**config.mk**
```make
export PLATFORM = sky130hd
export DESIGN_NAME = gpe_hotplug_ctrl
export DESIGN_NICKNAME = d
export VERILOG_FILES = /design/src/rtl/gpe_pkg.sv /design/src/rtl/gpe_event_regs.sv /design/src/rtl/gpe_slot_status.sv /design/src/rtl/gpe_eject_unit.sv /design/src/rtl/gpe_hotplug_ctrl.sv
export SDC_FILE = /design/constraint.sdc
export NUM_CORES = 1
export LEC_CHECK = 0
export ABC_AREA = 0
export BUFFER_PORTS_ARGS = -buffer_cell sky130_fd_sc_hd__buf_4
export CORE_MARGIN = 3
export CORE_UTILIZATION = 50
export CTS_CLUSTER_DIAMETER = 100
export CTS_CLUSTER_SIZE = 16
export DETAILED_ROUTE_END_ITERATION = 6
export HOLD_SLACK_MARGIN = 0.08
export PLACE_DENSITY_LB_ADDON = 0.15
export SKIP_LAST_GASP = 1
export SYNTH_ARGS = -nofsm -noshare
export SYNTH_HDL_FRONTEND = slang
export SYNTH_SLANG_ARGS = --single-unit
export TNS_END_PERCENT = 50
```
**constraint.sdc**
```tcl
create_clock -name clk -period 3.5 [get_ports clk]
set_input_delay 0.7 -clock clk [delete_from_list [all_inputs] [get_ports clk]]
set_output_delay 0.7 -clock clk [all_outputs]
set_load 0.02 [all_outputs]
```
**src/rtl/gpe_pkg.sv**
```systemverilog
package gpe_pkg;

  typedef enum logic [1:0] {
    RGN_NONE  = 2'd0,
    RGN_EVT   = 2'd1,
    RGN_SLOT  = 2'd2,
    RGN_EJECT = 2'd3
  } gpe_region_e;

  // write-one-to-clear on one byte
  function automatic logic [7:0] w1c_byte(input logic [7:0] cur, input logic [7:0] clr);
    return cur & ~clr;
  endfunction

endpackage

```
**src/rtl/gpe_event_regs.sv**
```systemverilog
module gpe_event_regs #(
  parameter int EVT_W  = 16,
  parameter int HP_BIT = 1,
  localparam int NBYTES = EVT_W / 8,
  localparam int BIDX_W = (NBYTES > 1) ? $clog2(NBYTES) : 1
) (
  input  logic              clk,
  input  logic              rst_n,
  input  logic              wr_en,
  input  logic              wr_is_en,
  input  logic [BIDX_W-1:0] wr_byte,
  input  logic [7:0]        wr_data,
  input  logic              hp_fire,
  input  logic              rd_is_en,
  input  logic [BIDX_W-1:0] rd_byte,
  output logic [7:0]        rd_data,
  output logic              sci_pulse
);

  logic [EVT_W-1:0]  sts_q, en_q;
  logic [EVT_W-1:0]  sts_cleared, en_written, sts_d;
  logic [NBYTES-1:0] lane_hit;
  logic              sci_q;

  function automatic logic [7:0] pick_lane(input logic [EVT_W-1:0] v, input logic [BIDX_W-1:0] idx);
    return v[idx*8 +: 8];
  endfunction

  for (genvar b = 0; b < NBYTES; b++) begin : g_lane
    assign lane_hit[b] = wr_en && (wr_byte == BIDX_W'(b));
    assign sts_cleared[b*8 +: 8] = (lane_hit[b] && !wr_is_en)
                                   ? gpe_pkg::w1c_byte(sts_q[b*8 +: 8], wr_data)
                                   : sts_q[b*8 +: 8];
    assign en_written[b*8 +: 8]  = (lane_hit[b] && wr_is_en) ? wr_data : en_q[b*8 +: 8];
  end

  // hotplug set takes priority over a same-cycle clear
  always_comb begin
    sts_d = sts_cleared;
    if (hp_fire) sts_d[HP_BIT] = 1'b1;
  end

  always_ff @(posedge clk) begin
    if (!rst_n) begin
      sts_q <= '0;
      en_q  <= '0;
      sci_q <= 1'b0;
    end else begin
      sts_q <= sts_d;
      en_q  <= en_written;
      sci_q <= hp_fire && en_q[HP_BIT];
    end
  end

  assign rd_data   = pick_lane(rd_is_en ? en_q : sts_q, rd_byte);
  assign sci_pulse = sci_q;

  a_r3_no_spurious_set: assert property (@(posedge clk) disable iff (!rst_n)
    !hp_fire |=> ((sts_q & ~$past(sts_q)) == '0));
  a_r4_enable_only_by_write: assert property (@(posedge clk) disable iff (!rst_n)
    !(wr_en && wr_is_en) |=> $stable(en_q));
  a_r11_hotplug_wins: assert property (@(posedge clk) disable iff (!rst_n)
    hp_fire |=> sts_q[HP_BIT]);
  a_r6_pulse_needs_enable: assert property (@(posedge clk) disable iff (!rst_n)
    sci_pulse |-> ($past(hp_fire) && $past(en_q[HP_BIT])));
  a_r6_enabled_event_pulses: assert property (@(posedge clk) disable iff (!rst_n)
    (hp_fire && en_q[HP_BIT]) |=> sci_pulse);

endmodule

```
**src/rtl/gpe_slot_status.sv**
```systemverilog
module gpe_slot_status #(
  parameter int NUM_SLOTS = 32,
  parameter int DATA_W    = 32,
  localparam int SLOT_W   = $clog2(NUM_SLOTS)
) (
  input  logic              clk,
  input  logic              rst_n,
  input  logic              hp_fire,
  input  logic              hp_insert,
  input  logic [SLOT_W-1:0] hp_slot,
  input  logic              rd_removed,
  output logic [DATA_W-1:0] rd_word
);

  logic [NUM_SLOTS-1:0] ins_q, rem_q;

  function automatic logic [NUM_SLOTS-1:0] slot_mask(input logic [SLOT_W-1:0] s);
    logic [NUM_SLOTS-1:0] m;
    m = '0;
    m[s] = 1'b1;
    return m;
  endfunction

  // each event clears both maps before recording its slot
  always_ff @(posedge clk) begin
    if (!rst_n) begin
      ins_q <= '0;
      rem_q <= '0;
    end else if (hp_fire) begin
      ins_q <= hp_insert  ? slot_mask(hp_slot) : '0;
      rem_q <= !hp_insert ? slot_mask(hp_slot) : '0;
    end
  end

  assign rd_word = DATA_W'(rd_removed ? rem_q : ins_q);

  a_r5_single_slot: assert property (@(posedge clk) disable iff (!rst_n)
    $countones({ins_q, rem_q}) <= 1);
  a_r5_insert_recorded: assert property (@(posedge clk) disable iff (!rst_n)
    (hp_fire && hp_insert) |=> ins_q[$past(hp_slot)]);
  a_r5_remove_recorded: assert property (@(posedge clk) disable iff (!rst_n)
    (hp_fire && !hp_insert) |=> rem_q[$past(hp_slot)]);

endmodule

```
**src/rtl/gpe_eject_unit.sv**
```systemverilog
module gpe_eject_unit #(
  parameter int DATA_W  = 32,
  localparam int IDX_W  = $clog2(DATA_W)
) (
  input  logic              clk,
  input  logic              rst_n,
  input  logic              wr_en,
  input  logic [DATA_W-1:0] wr_data,
  output logic              strobe,
  output logic [IDX_W-1:0]  slot
);

  logic             stb_q;
  logic [IDX_W-1:0] slot_q;

  function automatic logic [IDX_W-1:0] lowest_set(input logic [DATA_W-1:0] v);
    logic [IDX_W-1:0] idx;
    idx = '0;
    for (int i = DATA_W - 1; i >= 0; i--) begin
      if (v[i]) idx = IDX_W'(i);
    end
    return idx;
  endfunction

  always_ff @(posedge clk) begin
    if (!rst_n) begin
      stb_q  <= 1'b0;
      slot_q <= '0;
    end else begin
      stb_q <= wr_en && (wr_data != '0);
      if (wr_en && (wr_data != '0)) slot_q <= lowest_set(wr_data);
    end
  end

  assign strobe = stb_q;
  assign slot   = slot_q;

  a_r10_zero_write_quiet: assert property (@(posedge clk) disable iff (!rst_n)
    (wr_en && (wr_data == '0)) |=> !strobe);
  a_r9_strobe_has_cause: assert property (@(posedge clk) disable iff (!rst_n)
    strobe |-> ($past(wr_en) && ($past(wr_data) != '0)));
  a_r9_lowest_bit: assert property (@(posedge clk) disable iff (!rst_n)
    strobe |-> ((($past(wr_data) >> slot) & {{(DATA_W-1){1'b0}}, 1'b1}) != '0)
           && (($past(wr_data) & (({{(DATA_W-1){1'b0}}, 1'b1} << slot) - 1'b1)) == '0));

endmodule

```
**src/rtl/gpe_hotplug_ctrl.sv**
```systemverilog
module gpe_hotplug_ctrl #(
  parameter int          ADDR_W    = 16,
  parameter int          DATA_W    = 32,
  parameter int          EVT_W     = 16,
  parameter int          HP_BIT    = 1,
  parameter int          NUM_SLOTS = 32,
  parameter logic [15:0] EVT_BASE  = 16'hAFE0,
  parameter logic [15:0] SLOT_BASE = 16'hAE00,
  parameter logic [15:0] EJ_BASE   = 16'hAE08,
  localparam int SLOT_W   = $clog2(NUM_SLOTS),
  localparam int EJ_IDX_W = $clog2(DATA_W),
  localparam int NBYTES   = EVT_W / 8,
  localparam int BIDX_W   = (NBYTES > 1) ? $clog2(NBYTES) : 1,
  localparam int EVT_AW   = BIDX_W + 1
) (
  input  logic                clk,
  input  logic                rst_n,
  input  logic                bus_sel,
  input  logic                bus_we,
  input  logic [ADDR_W-1:0]   bus_addr,
  input  logic [DATA_W-1:0]   bus_wdata,
  output logic [DATA_W-1:0]   bus_rdata,
  input  logic                hp_req,
  input  logic                hp_insert,
  input  logic [SLOT_W-1:0]   hp_slot,
  output logic                irq_pulse,
  output logic                eject_strobe,
  output logic [EJ_IDX_W-1:0] eject_slot
);

  gpe_pkg::gpe_region_e region;
  logic                 wr_cyc, rd_cyc;
  logic                 evt_wr, ej_wr;
  logic [7:0]           evt_rd_byte;
  logic [DATA_W-1:0]    slot_rd_word;

  // region decode: event block, slot window (8 bytes), eject (4 bytes)
  always_comb begin
    if (bus_addr[ADDR_W-1:EVT_AW] == EVT_BASE[ADDR_W-1:EVT_AW])
      region = gpe_pkg::RGN_EVT;
    else if (bus_addr[ADDR_W-1:3] == SLOT_BASE[ADDR_W-1:3])
      region = gpe_pkg::RGN_SLOT;
    else if (bus_addr[ADDR_W-1:2] == EJ_BASE[ADDR_W-1:2])
      region = gpe_pkg::RGN_EJECT;
    else
      region = gpe_pkg::RGN_NONE;
  end

  assign wr_cyc = bus_sel && bus_we;
  assign rd_cyc = bus_sel && !bus_we;
  assign evt_wr = wr_cyc && (region == gpe_pkg::RGN_EVT);
  assign ej_wr  = wr_cyc && (region == gpe_pkg::RGN_EJECT);

  gpe_event_regs #(.EVT_W(EVT_W), .HP_BIT(HP_BIT)) u_evt (
    .clk       (clk),
    .rst_n     (rst_n),
    .wr_en     (evt_wr),
    .wr_is_en  (bus_addr[BIDX_W]),
    .wr_byte   (bus_addr[BIDX_W-1:0]),
    .wr_data   (bus_wdata[7:0]),
    .hp_fire   (hp_req),
    .rd_is_en  (bus_addr[BIDX_W]),
    .rd_byte   (bus_addr[BIDX_W-1:0]),
    .rd_data   (evt_rd_byte),
    .sci_pulse (irq_pulse)
  );

  gpe_slot_status #(.NUM_SLOTS(NUM_SLOTS), .DATA_W(DATA_W)) u_slots (
    .clk        (clk),
    .rst_n      (rst_n),
    .hp_fire    (hp_req),
    .hp_insert  (hp_insert),
    .hp_slot    (hp_slot),
    .rd_removed (bus_addr[2]),
    .rd_word    (slot_rd_word)
  );

  gpe_eject_unit #(.DATA_W(DATA_W)) u_eject (
    .clk     (clk),
    .rst_n   (rst_n),
    .wr_en   (ej_wr),
    .wr_data (bus_wdata),
    .strobe  (eject_strobe),
    .slot    (eject_slot)
  );

  always_comb begin
    bus_rdata = '0;
    if (rd_cyc) begin
      case (region)
        gpe_pkg::RGN_EVT:  bus_rdata = DATA_W'(evt_rd_byte);
        gpe_pkg::RGN_SLOT: bus_rdata = slot_rd_word;
        default:           bus_rdata = '0;
      endcase
    end
  end

  a_r8_eject_reads_zero: assert property (@(posedge clk) disable iff (!rst_n)
    (rd_cyc && (region == gpe_pkg::RGN_EJECT)) |-> (bus_rdata == '0));
  a_r2_event_read_upper_zero: assert property (@(posedge clk) disable iff (!rst_n)
    (rd_cyc && (region == gpe_pkg::RGN_EVT)) |-> (bus_rdata[DATA_W-1:8] == '0));

endmodule

```
# After elaboration in Yosys (flattened, before gate mapping)
# Index checks and enable logic that the tools add are counted.
[totals] ff_bits=103 in_bits=59 out_inout_bits=39 elab_cells=85
[op_classes] n_lt_le_gt_ge=2 n_eq_ne=6 n_shift=1 muxes=45 n_bitwise=4 n_reduce_logical=17
[op_table] operator="$mux 5" count=32
[op_table] operator="$mux 32" count=4
[op_table] operator="$pmux 32 s2" count=1
[op_table] operator="$reduce_bool 32->1" count=1
[op_table] operator="$eq 14x14->1 const B" count=2
[op_table] operator="$and 8x8->8" count=2
[op_table] operator="$mux 16" count=1
[op_table] operator="$shiftx 16x5->8" count=1
[op_table] operator="$eq 13x13->1 const B" count=1
[op_table] operator="$logic_and 1x1->1" count=13
[op_table] operator="$mux 2" count=4
[op_table] operator="$not 8->8" count=1
[op_table] operator="$lt 5x6->1 const B" count=1
[op_table] operator="$demux 1 s5" count=1
[op_table] operator="$ge 5x1->1 const B" count=1
[op_table] operator="$eq 2x2->1 const B" count=2
[op_table] operator="$eq 2x1->1 const B" count=1
[op_table] operator="$logic_not 1->1" count=2
[op_table] operator="$mux 1" count=2
[op_table] operator="$reduce_bool 2->1" count=1
[op_table] operator="$not 1->1" count=1

# Longest topological paths before layout
# Gate-level depths: netlist of run 1.
[logic_depth] word_depth=32 mapped_depth=7 ltp_nobuf=5

# By module
# From an unflattened synthesis of run 1, not the netlist that was laid out.
[hier_totals] hier_cells=460 hier_area_um2=4972.3
[modules_own_cells] module="gpe_slot_status" instances=1 cells_each=202 area_per_inst_um2=2683.8
[modules_own_cells] module="gpe_event_regs" instances=1 cells_each=127 area_per_inst_um2=1337.5
[modules_own_cells] module="gpe_eject_unit" instances=1 cells_each=83 area_per_inst_um2=570.5
[modules_own_cells] module="gpe_hotplug_ctrl" instances=1 cells_each=48 area_per_inst_um2=380.4

# Least setup slack after synthesis of run 1
# OpenSTA, ideal clock, no wires.
[synth_timing] path_kind="input to output" from="input port bus_addr[5]" to="output port bus_rdata[2]" arrival_time_ns=2.090 required_time_ns=2.800 path_slack_ns=0.710 path_stages=5 n_path_buf=1 cell_sequence="or4_1 > nor3_1 > nand2_1 > clkbuf_1 > o22ai_1"
[synth_between] elab_chain_len=7 elab_cells_between_ends=10
[synth_rtl] item="from (decl)" line="gpe_hotplug_ctrl.sv:20" rtl="input logic [ADDR_W-1:0] bus_addr,"
[synth_rtl] item="$eq 14x14->1" line="gpe_hotplug_ctrl.sv:43" rtl="else if (bus_addr[ADDR_W-1:2] == EJ_BASE[ADDR_W-1:2])"
[synth_rtl] item="$mux 2" line="gpe_hotplug_ctrl.sv:43"
[synth_rtl] item="$mux 2" line="gpe_hotplug_ctrl.sv:41" rtl="else if (bus_addr[ADDR_W-1:3] == SLOT_BASE[ADDR_W-1:3])"
[synth_rtl] item="$mux 2 (*)" line="gpe_hotplug_ctrl.sv:39" rtl="if (bus_addr[ADDR_W-1:EVT_AW] == EVT_BASE[ADDR_W-1:EVT_AW])"
[synth_rtl] item="$eq 2x2->1 / $eq 2x1->1 (equally long branches)" line="gpe_hotplug_ctrl.sv:90" rtl="case (region)"
[synth_rtl] item="$pmux 32 s2 (*)" line="gpe_hotplug_ctrl.sv:90"
[synth_rtl] item="$mux 32 (*)" line="gpe_hotplug_ctrl.sv:89" rtl="if (rd_cyc) begin"
[synth_rtl] item="to (decl)" line="gpe_hotplug_ctrl.sv:22" rtl="output logic [DATA_W-1:0] bus_rdata,"
# Every way passes the cells marked *; elsewhere a longest branch is shown, timed or not.

# Worst setup path in the final report of run 1
[layout_timing] from="input port bus_addr[4]" to="output port bus_rdata[4]"
# The elaborated chain is that of the path after synthesis.

==> impl_table.tex, run 1 <==
\begin{tabular}{lr}
\hline
Metric & Value \\
\hline
\multicolumn{2}{l}{\textbf{Outcome}} \\
Outcome & complete, no violations \\
\multicolumn{2}{l}{\textbf{CTS}} \\
Reg clk slew, reported paths & 0.09 ns \\
Post-CTS Setup Bufs & 0 \\
Number of levels the H-tree was split into & 3 \\
Cts bufs inserted & 9 \\
Cts-stage hold buffer count & 0 \\
TritonCTS sink count & 103 \\
Clock root buffer master & clkbuf\_8 \\
Number of instances resized during post-cts repair & 0 \\
Insertion delay of the later-clocked pin in the worst-skew pair & 0.36 ns \\
CTS tree & built \\
Clock Path Buffers & 2 \\
\multicolumn{2}{l}{\textbf{Drt}} \\
Detailed-router iteration count before antenna repair & 4 \\
Average wire length per cell after detail routing & 16.1 um \\
Remaining design rule violation count & 0 \\
Wirelength, routed & 12.6 mm \\
Total via count in the routed design & 4,406 \\
Count of antenna-violating nets left after detailed routing & 0 \\
Detail-routed via count per cell & 5.64 \\
Iter 0 DRT Violations & 193 \\
\multicolumn{2}{l}{\textbf{STA}} \\
Post-layout minimum cycle time & 3.03 ns \\
Max-slew violations & 0 \\
Worst Slack Setup Final & 0.468 ns \\
Achievable clock frequency & 0.330 GHz \\
Worst-Margin Slew & 0.666 ns \\
Post-route worst hold slack & 0.436 ns \\
Final number of setup-violating endpoints & 0 \\
Setup TNS & 0 ns \\
Hold violation count in the final report & 0 \\
Tcrit/Tclk final & 86.6\% \\
Post-Route Skew & 0.00171 ns \\
Worst-case headroom to the max-slew limit & 55.2\% \\
Unrepaired setup endpoints after global routing & false \\
\multicolumn{2}{l}{\textbf{Setup path}} \\
Worst setup path endpoint & bus\_rdata[4] \\
Worst setup slack for register-to-register paths & 2.78 ns \\
Reg2reg end & u\_slots.rem\_q[0] \\
Cell depth of the worst flop-to-flop path & 2 \\
Crit path max fanout & 8 \\
Endpoint kind of the worst setup timing path & primary output \\
Setup CP Type & in -> out \\
Category of the worst setup path launch point & input pin \\
CP Data Arrival Time & 2.33 ns \\
Crit path from & bus\_addr[4] \\
Required time at the worst-slack endpoint & 2.80 ns \\
Launch instance of the worst register-to-register path & u\_slots.rem\_q[0] \\
\multicolumn{2}{l}{\textbf{Synthesis}} \\
EDFF count, synth & 0 \\
Synth top area share & 41.5\% \\
Sequential cell area fraction in the yosys report & 41.5\% \\
Synthesized area divided by synthesized cell count & 8.69 sq um \\
Synth cell types & 52 \\
Synth Cell Area & 0.00496 sq mm \\
Most numerous cell types in the synthesized netlist & dfxtp\_1 (103), nor2\_1 (70), a21oi\_1 (52) \\
Mapped Cells & 571 \\
Leading cell types by total area after synthesis & dfxtp\_1 (42\%), mux2i\_1 (8.1\%), o2bb2ai\_1 (5.6\%) \\
Share of flip-flops with an asynchronous set or reset after synthesis & 0\% \\
Post-synthesis cell type with the largest combined area & dfxtp\_1 \\
Total of flip-flops plus latches after synthesis & 103 \\
Dominant synthesized flop cell & dfxtp\_1 \\
Cell with the most instances after synthesis & dfxtp\_1 \\
YS warnings & 0 \\
Post-Synthesis Net Count & 630 \\
\multicolumn{2}{l}{\textbf{Cells and area}} \\
Area overhead of the layout relative to synthesis & 18.9\% \\
ANT cells & 0 \\
Final \#Nets & 706 \\
Design area & 0.00590 sq mm \\
Cell Count, Final, Fillers Out & 781 \\
Layout fillers & 863 \\
Share of post-route cells with drive strength above 1 & 21.2\% \\
\multicolumn{2}{l}{\textbf{Die}} \\
\# IOs & 98 \\
Die Area & 0.0112 sq mm \\
Total core area & 0.00946 sq mm \\
Effective utilization at floorplan & 52.5\% \\
Number of cell rows & 35 \\
Die X & 106 um \\
Die extent in y & 106 um \\
\multicolumn{2}{l}{\textbf{Placed design}} \\
Worst setup timing slack at the placement stage & 0.457 ns \\
Routability Congestion & 0.778 \\
Placed cell areas & 0.00572 sq mm \\
Number of cells in the design after placement & 765 \\
Port bufs & 97 \\
Post-detailed-placement half-perimeter wirelength & 8.69 mm \\
\multicolumn{2}{l}{\textbf{GRT}} \\
Via count of the first global-routing pass & 4,237 \\
Global-route wire length before repair & 20.5 mm \\
Global-route usage over all layers & 22.4\% \\
Number of antenna violations at the first check in global routing & 0 \\
Maximum number of pins on one net before global-route repair & 76 \\
Leftover overflow at the end of global routing & 0 \\
\multicolumn{2}{l}{\textbf{Pwr}} \\
Net switching power of the design & 0.546 mW \\
Cell Pwr Density & 352 mW/mm\^{}2 \\
Peak supply drop & 0.184 mV \\
Flop pwr share & 56.7\% \\
Clock share of power & 33.7\% \\
Leakage power & 2.18 nW \\
Internal power & 1.53 mW \\
Combinational share of power & 9.6\% \\
Switching portion of total power & 26.3\% \\
\multicolumn{2}{l}{\textbf{Worst hold path}} \\
Min-delay worst type & reg -> reg \\
\multicolumn{2}{l}{\textbf{Job}} \\
Max-capacitance violation count & 0 \\
\hline
\end{tabular}
[worst min-delay path by stage]
stage               slack [ns]  depth (start not counted)               to             from
CTS                       0.43                          2   u_evt.sts_q[9]   u_evt.sts_q[9]
detailed placement        0.42                          2   u_evt.sts_q[9]   u_evt.sts_q[9]
floorplan                 0.41                          2  u_evt.sts_q[10]  u_evt.sts_q[10]
global placement          0.42                          2   u_evt.sts_q[5]   u_evt.sts_q[5]
global route              0.46                          2   u_evt.sts_q[8]   u_evt.sts_q[8]
finish                    0.44                          2   u_evt.sts_q[9]   u_evt.sts_q[9]
[cell type report]
type / count / area [sq um] / share of cell area (%)
Multi-Input combinational cell: 414 / 2670 / 45.2
Sequential cell: 103 / 2060 / 34.9
Timing Repair Buffer: 102 / 766 / 13.0
Tap cell: 129 / 161 / 2.74
Clock buffer: 10 / 128 / 2.16
Inverter: 17 / 63.8 / 1.08
Clock inverter: 6 / 51.3 / 0.869
[worst max-delay path: stages]
cell and delay (ns):
buf_4 0.10, nand4bb_2 0.24, nor4_2 0.40, nand3b_1 0.35
o22ai_1 0.34, buf_4 0.19
[through the flow]
step	util [%]	power, mW
6_report	62.4	2.08
5_1_grt	62.4	2.15
4_1_cts	62.4	2.09
3_5_place_dp	60.5	1.40
3_3_place_gp	60.5	1.40
2_1_floorplan	-	1.31
[placed cells by master (no fill, tap or decap), types with 5 or more instances in the layout]
| cell | instances |
|---|---|
| o2bb2ai_1 | 32 |
| buf_4 | 102 |
| nor2_1 | 70 |
| mux2i_1 | 40 |
| o21ai_0 | 12 |
| mux4_2 | 8 |
| nand3b_1 | 5 |
| nand4_1 | 5 |
| inv_1 | 17 |
| o22ai_1 | 8 |
| nand3_1 | 15 |
| nand2_1 | 40 |
| a21oi_1 | 52 |
| nor4_1 | 11 |
| nor2b_1 | 34 |
| nor3_1 | 6 |
| clkbuf_8 | 9 |
| dfxtp_1 | 103 |
| and2_1 | 32 |
[logic make-up after synthesis]
| kind of cell | count (synthesis) | share of synthesized area [%] |
|---|---|---|
| buf+inv | 54 | 4.69 |
| simple gates | 244 | 25.9 |
| compound gates | 122 | 16.2 |
| mux | 48 | 11.7 |
| flops | 103 | 41.5 |
[power by group through the flow]
| stage | logic [mW] | registers [mW] | clock network, mW |
|---|---|---|---|
| after CTS | 0.199 | 1.18 | 0.715 |
| after global routing | 0.216 | 1.18 | 0.751 |
| final | 0.200 | 1.18 | 0.701 |
| after detailed placement | 0.199 | 1.20 | 0 |
| after floorplan | 0.105 | 1.20 | 0 |
| after global placement | 0.194 | 1.20 | 0 |
[metal layers]
layer	vias up	wire length [um]	GRT usage (%)	part of all wire, %
met5	-	0	0	0
met4	0	115	5.92	0.92
met3	11	643	5.02	5.1
met2	111	6460	39.8	51
met1	2113	5350	27.5	43
li1	2171	-	-	-
[state kept, by name, indices dropped and copies added (netlist names)]
signal           cells
u_slots.ins_q       32
u_eject.slot         5
u_evt.sts_q         16
u_eject.strobe       1
u_slots.rem_q       32
u_evt.sci_pulse      1
u_evt.en_q          16
No activity file was read; power rests on OpenSTA's default activity.
==> run 2, diff against run 1 <==
Settings changed: REMOVE_ABC_BUFFERS from default to 1.
==> run 2 against run 1 <==
- setup slack improved by 0.011 ns
- critical path depth unchanged
- sequential power about the same
- clock power increased by 5.4%
- final cell count unchanged
- design area increased by 0.28%
- non-clock buffer count increased by 1
- clock-buffer cell count unchanged
- global-route usage increased by 0.51 points
- critical path type unchanged
- hold slack about the same
- routed wire length decreased by 0.88%
- largest power group unchanged
- maximum frequency increased by 0.36%
==> impl_table.tex, run 2 (synthesis gave the netlist of run 1 again) <==
\begin{tabular}{lr}
\hline
Metric & Value \\
\hline
\multicolumn{2}{l}{\textbf{STA}} \\
Worst Slack Setup Final & 0.479 ns (+0.0110 ns) \\
Post-Route Skew & 0.00510 ns (+0.00339 ns) \\
Hold violation count in the final report & 0 (unchanged) \\
Worst-case headroom to the max-slew limit & 54.5\% (-0.76 points) \\
Worst-Margin Slew & 0.683 ns (+0.0176 ns) \\
Post-layout minimum cycle time & 3.02 ns (-0.0110 ns) \\
Max-slew violations & 0 (unchanged) \\
Achievable clock frequency & 0.331 GHz (+0.36\%) \\
Final number of setup-violating endpoints & 0 (unchanged) \\
Unrepaired setup endpoints after global routing & false \\
Tcrit/Tclk final & 86.3\% (-0.31 points) \\
Setup TNS & 0 ns (unchanged) \\
\multicolumn{2}{l}{\textbf{Drt}} \\
Count of antenna-violating nets left after detailed routing & 0 (unchanged) \\
Detailed-router iteration count before antenna repair & 5 (+1) \\
Detail-routed via count per cell & 5.58 (-1.1\%) \\
Wirelength, routed & 12.5 mm (-0.88\%) \\
Remaining design rule violation count & 0 (unchanged) \\
Average wire length per cell after detail routing & 16.0 um (-0.88\%) \\
Total via count in the routed design & 4,358 (-1.1\%) \\
Iter 0 DRT Violations & 224 (+16\%) \\
\multicolumn{2}{l}{\textbf{Die}} \\
Die X & 106 um (unchanged) \\
\# IOs & 98 (unchanged) \\
Number of cell rows & 35 (unchanged) \\
Effective utilization at floorplan & 52.5\% (unchanged) \\
Die extent in y & 106 um (unchanged) \\
Total core area & 0.00946 sq mm (unchanged) \\
Die Area & 0.0112 sq mm (unchanged) \\
\multicolumn{2}{l}{\textbf{Setup path}} \\
CP Data Arrival Time & 2.32 ns (about the same) \\
Endpoint kind of the worst setup timing path & primary output \\
Required time at the worst-slack endpoint & 2.80 ns (about the same) \\
Setup CP Type & in -> out \\
Crit path max fanout & 8 (unchanged) \\
Category of the worst setup path launch point & input pin \\
\multicolumn{2}{l}{\textbf{GRT}} \\
Global-route wire length before repair & 20.8 mm (+1.4\%) \\
Number of antenna violations at the first check in global routing & 0 (unchanged) \\
Leftover overflow at the end of global routing & 0 (unchanged) \\
Maximum number of pins on one net before global-route repair & 77 (+1.3\%) \\
Global-route usage over all layers & 23.0\% (+0.51 points) \\
Via count of the first global-routing pass & 4,269 (+0.76\%) \\
\multicolumn{2}{l}{\textbf{Placed design}} \\
Port bufs & 97 (unchanged) \\
Number of cells in the design after placement & 766 (+0.13\%) \\
Worst setup timing slack at the placement stage & 0.497 ns (+0.0407 ns) \\
Post-detailed-placement half-perimeter wirelength & 8.73 mm (+0.53\%) \\
Routability Congestion & 0.806 (+3.6\%) \\
\multicolumn{2}{l}{\textbf{Pwr}} \\
Switching portion of total power & 26.7\% (+0.40 points) \\
Net switching power of the design & 0.565 mW (+3.4\%) \\
Flop pwr share & 55.6\% (-1.1 points) \\
Internal power & 1.55 mW (+1.3\%) \\
Clock share of power & 34.9\% (+1.2 points) \\
Leakage power & 2.19 nW (+0.24\%) \\
Cell Pwr Density & 358 mW/mm\^{}2 (+1.6\%) \\
Combinational share of power & 9.4\% (-0.2 points) \\
Peak supply drop & 0.241 mV (+31\%) \\
\multicolumn{2}{l}{\textbf{Worst hold path}} \\
Min-delay worst type & reg -> reg \\
\multicolumn{2}{l}{\textbf{Cells and area}} \\
Layout fillers & 845 (-2.1\%) \\
ANT cells & 0 (unchanged) \\
Area of combinational cells with multiple inputs & 0.00267 sq mm (unchanged) \\
Share of post-route cells with drive strength above 1 & 21.3\% (+0.15 points) \\
Cell Count, Final, Fillers Out & 781 (unchanged) \\
Registers with the highest flip-flop counts & u\_slots.ins\_q: 32 flops, u\_slots.rem\_q: 32 flops \\
Final \#Nets & 707 (+0.14\%) \\
Top library cells by usage in the layout, fill and taps aside & buf\_4 (103), dfxtp\_1 (103), nor2\_1 (70), a21oi\_1 (52) \\
Area overhead of the layout relative to synthesis & 19.2\% \\
Sequential standard cell area & 0.00206 sq mm (unchanged) \\
\multicolumn{2}{l}{\textbf{CTS}} \\
Clock root buffer master & clkbuf\_8 \\
Cts bufs inserted & 9 (unchanged) \\
TritonCTS sink count & 103 (unchanged) \\
Post-CTS Setup Bufs & 0 (unchanged) \\
Reg clk slew, reported paths & 0.11 ns (+0.02 ns) \\
Clock Path Buffers & 2 (unchanged) \\
Insertion delay of the later-clocked pin in the worst-skew pair & 0.37 ns (about the same) \\
Cts-stage hold buffer count & 0 (unchanged) \\
Number of levels the H-tree was split into & 3 (unchanged) \\
Number of instances resized during post-cts repair & 0 (unchanged) \\
CTS tree & built \\
\multicolumn{2}{l}{\textbf{Job}} \\
Max-capacitance violation count & 0 (unchanged) \\
\multicolumn{2}{l}{\textbf{Outcome}} \\
Outcome & complete, no violations \\
\hline
\end{tabular}
-- run 2: final cells by class --
class | instances | area share (%)
Multi-Input combinational cell | 414 | 45.1
Timing Repair Buffer | 103 | 13.1
Inverter | 17 | 1.08
Clock inverter | 5 | 0.846
Clock buffer | 10 | 2.33
Tap cell | 129 | 2.73
Sequential cell | 103 | 34.8
-- run 2: per-stage QoR --
step | power, mW | hold slack (ns) | util [%] | cell area, sq um
2_1_floorplan | 1.28 | 0.409 | - | 4790
3_3_place_gp | 1.40 | 0.417 | 60.6 | 5730
3_5_place_dp | 1.40 | 0.421 | 60.6 | 5730
4_1_cts | 2.13 | 0.435 | 62.6 | 5920
5_1_grt | 2.20 | 0.453 | 62.6 | 5920
6_report | 2.12 | 0.437 | 62.6 | 5920
-- run 2: routing by layer --
metal	up-vias	routed length, um	GRT usage, %
met4	0	55	3.98
met3	6	696	5.27
met5	-	0	0
met2	131	6050	38.9
li1	2165	-	-
met1	2056	5650	30.4
-- run 2: power groups by stage --
stage          registers (mW)  clock network, mW  logic, mW
2_1_floorplan            1.20                  0     0.0719
3_3_place_gp             1.20                  0      0.195
3_5_place_dp             1.20                  0      0.199
4_1_cts                  1.18              0.749      0.199
5_1_grt                  1.18              0.807      0.219
6_report                 1.18              0.739      0.200
-- run 2: critical path, cell delays in order --
cell and delay, ns:
buf_4 0.11, nand4bb_2 0.25, nor4_2 0.39, nand3b_1 0.37
o22ai_1 0.31, buf_4 0.18
-- run 2: worst paths after layout --
path	from	endpoint	slack, ns	cells after the start
worst min register to register	u_evt.sts_q[13]	u_evt.sts_q[13]	0.44	2
worst max-delay path	bus_addr[4]	bus_rdata[0]	0.48	6
worst min-delay path	u_evt.sts_q[13]	u_evt.sts_q[13]	0.44	2
worst max register to register	u_eject.slot[2]	u_eject.slot[2]	2.79	3
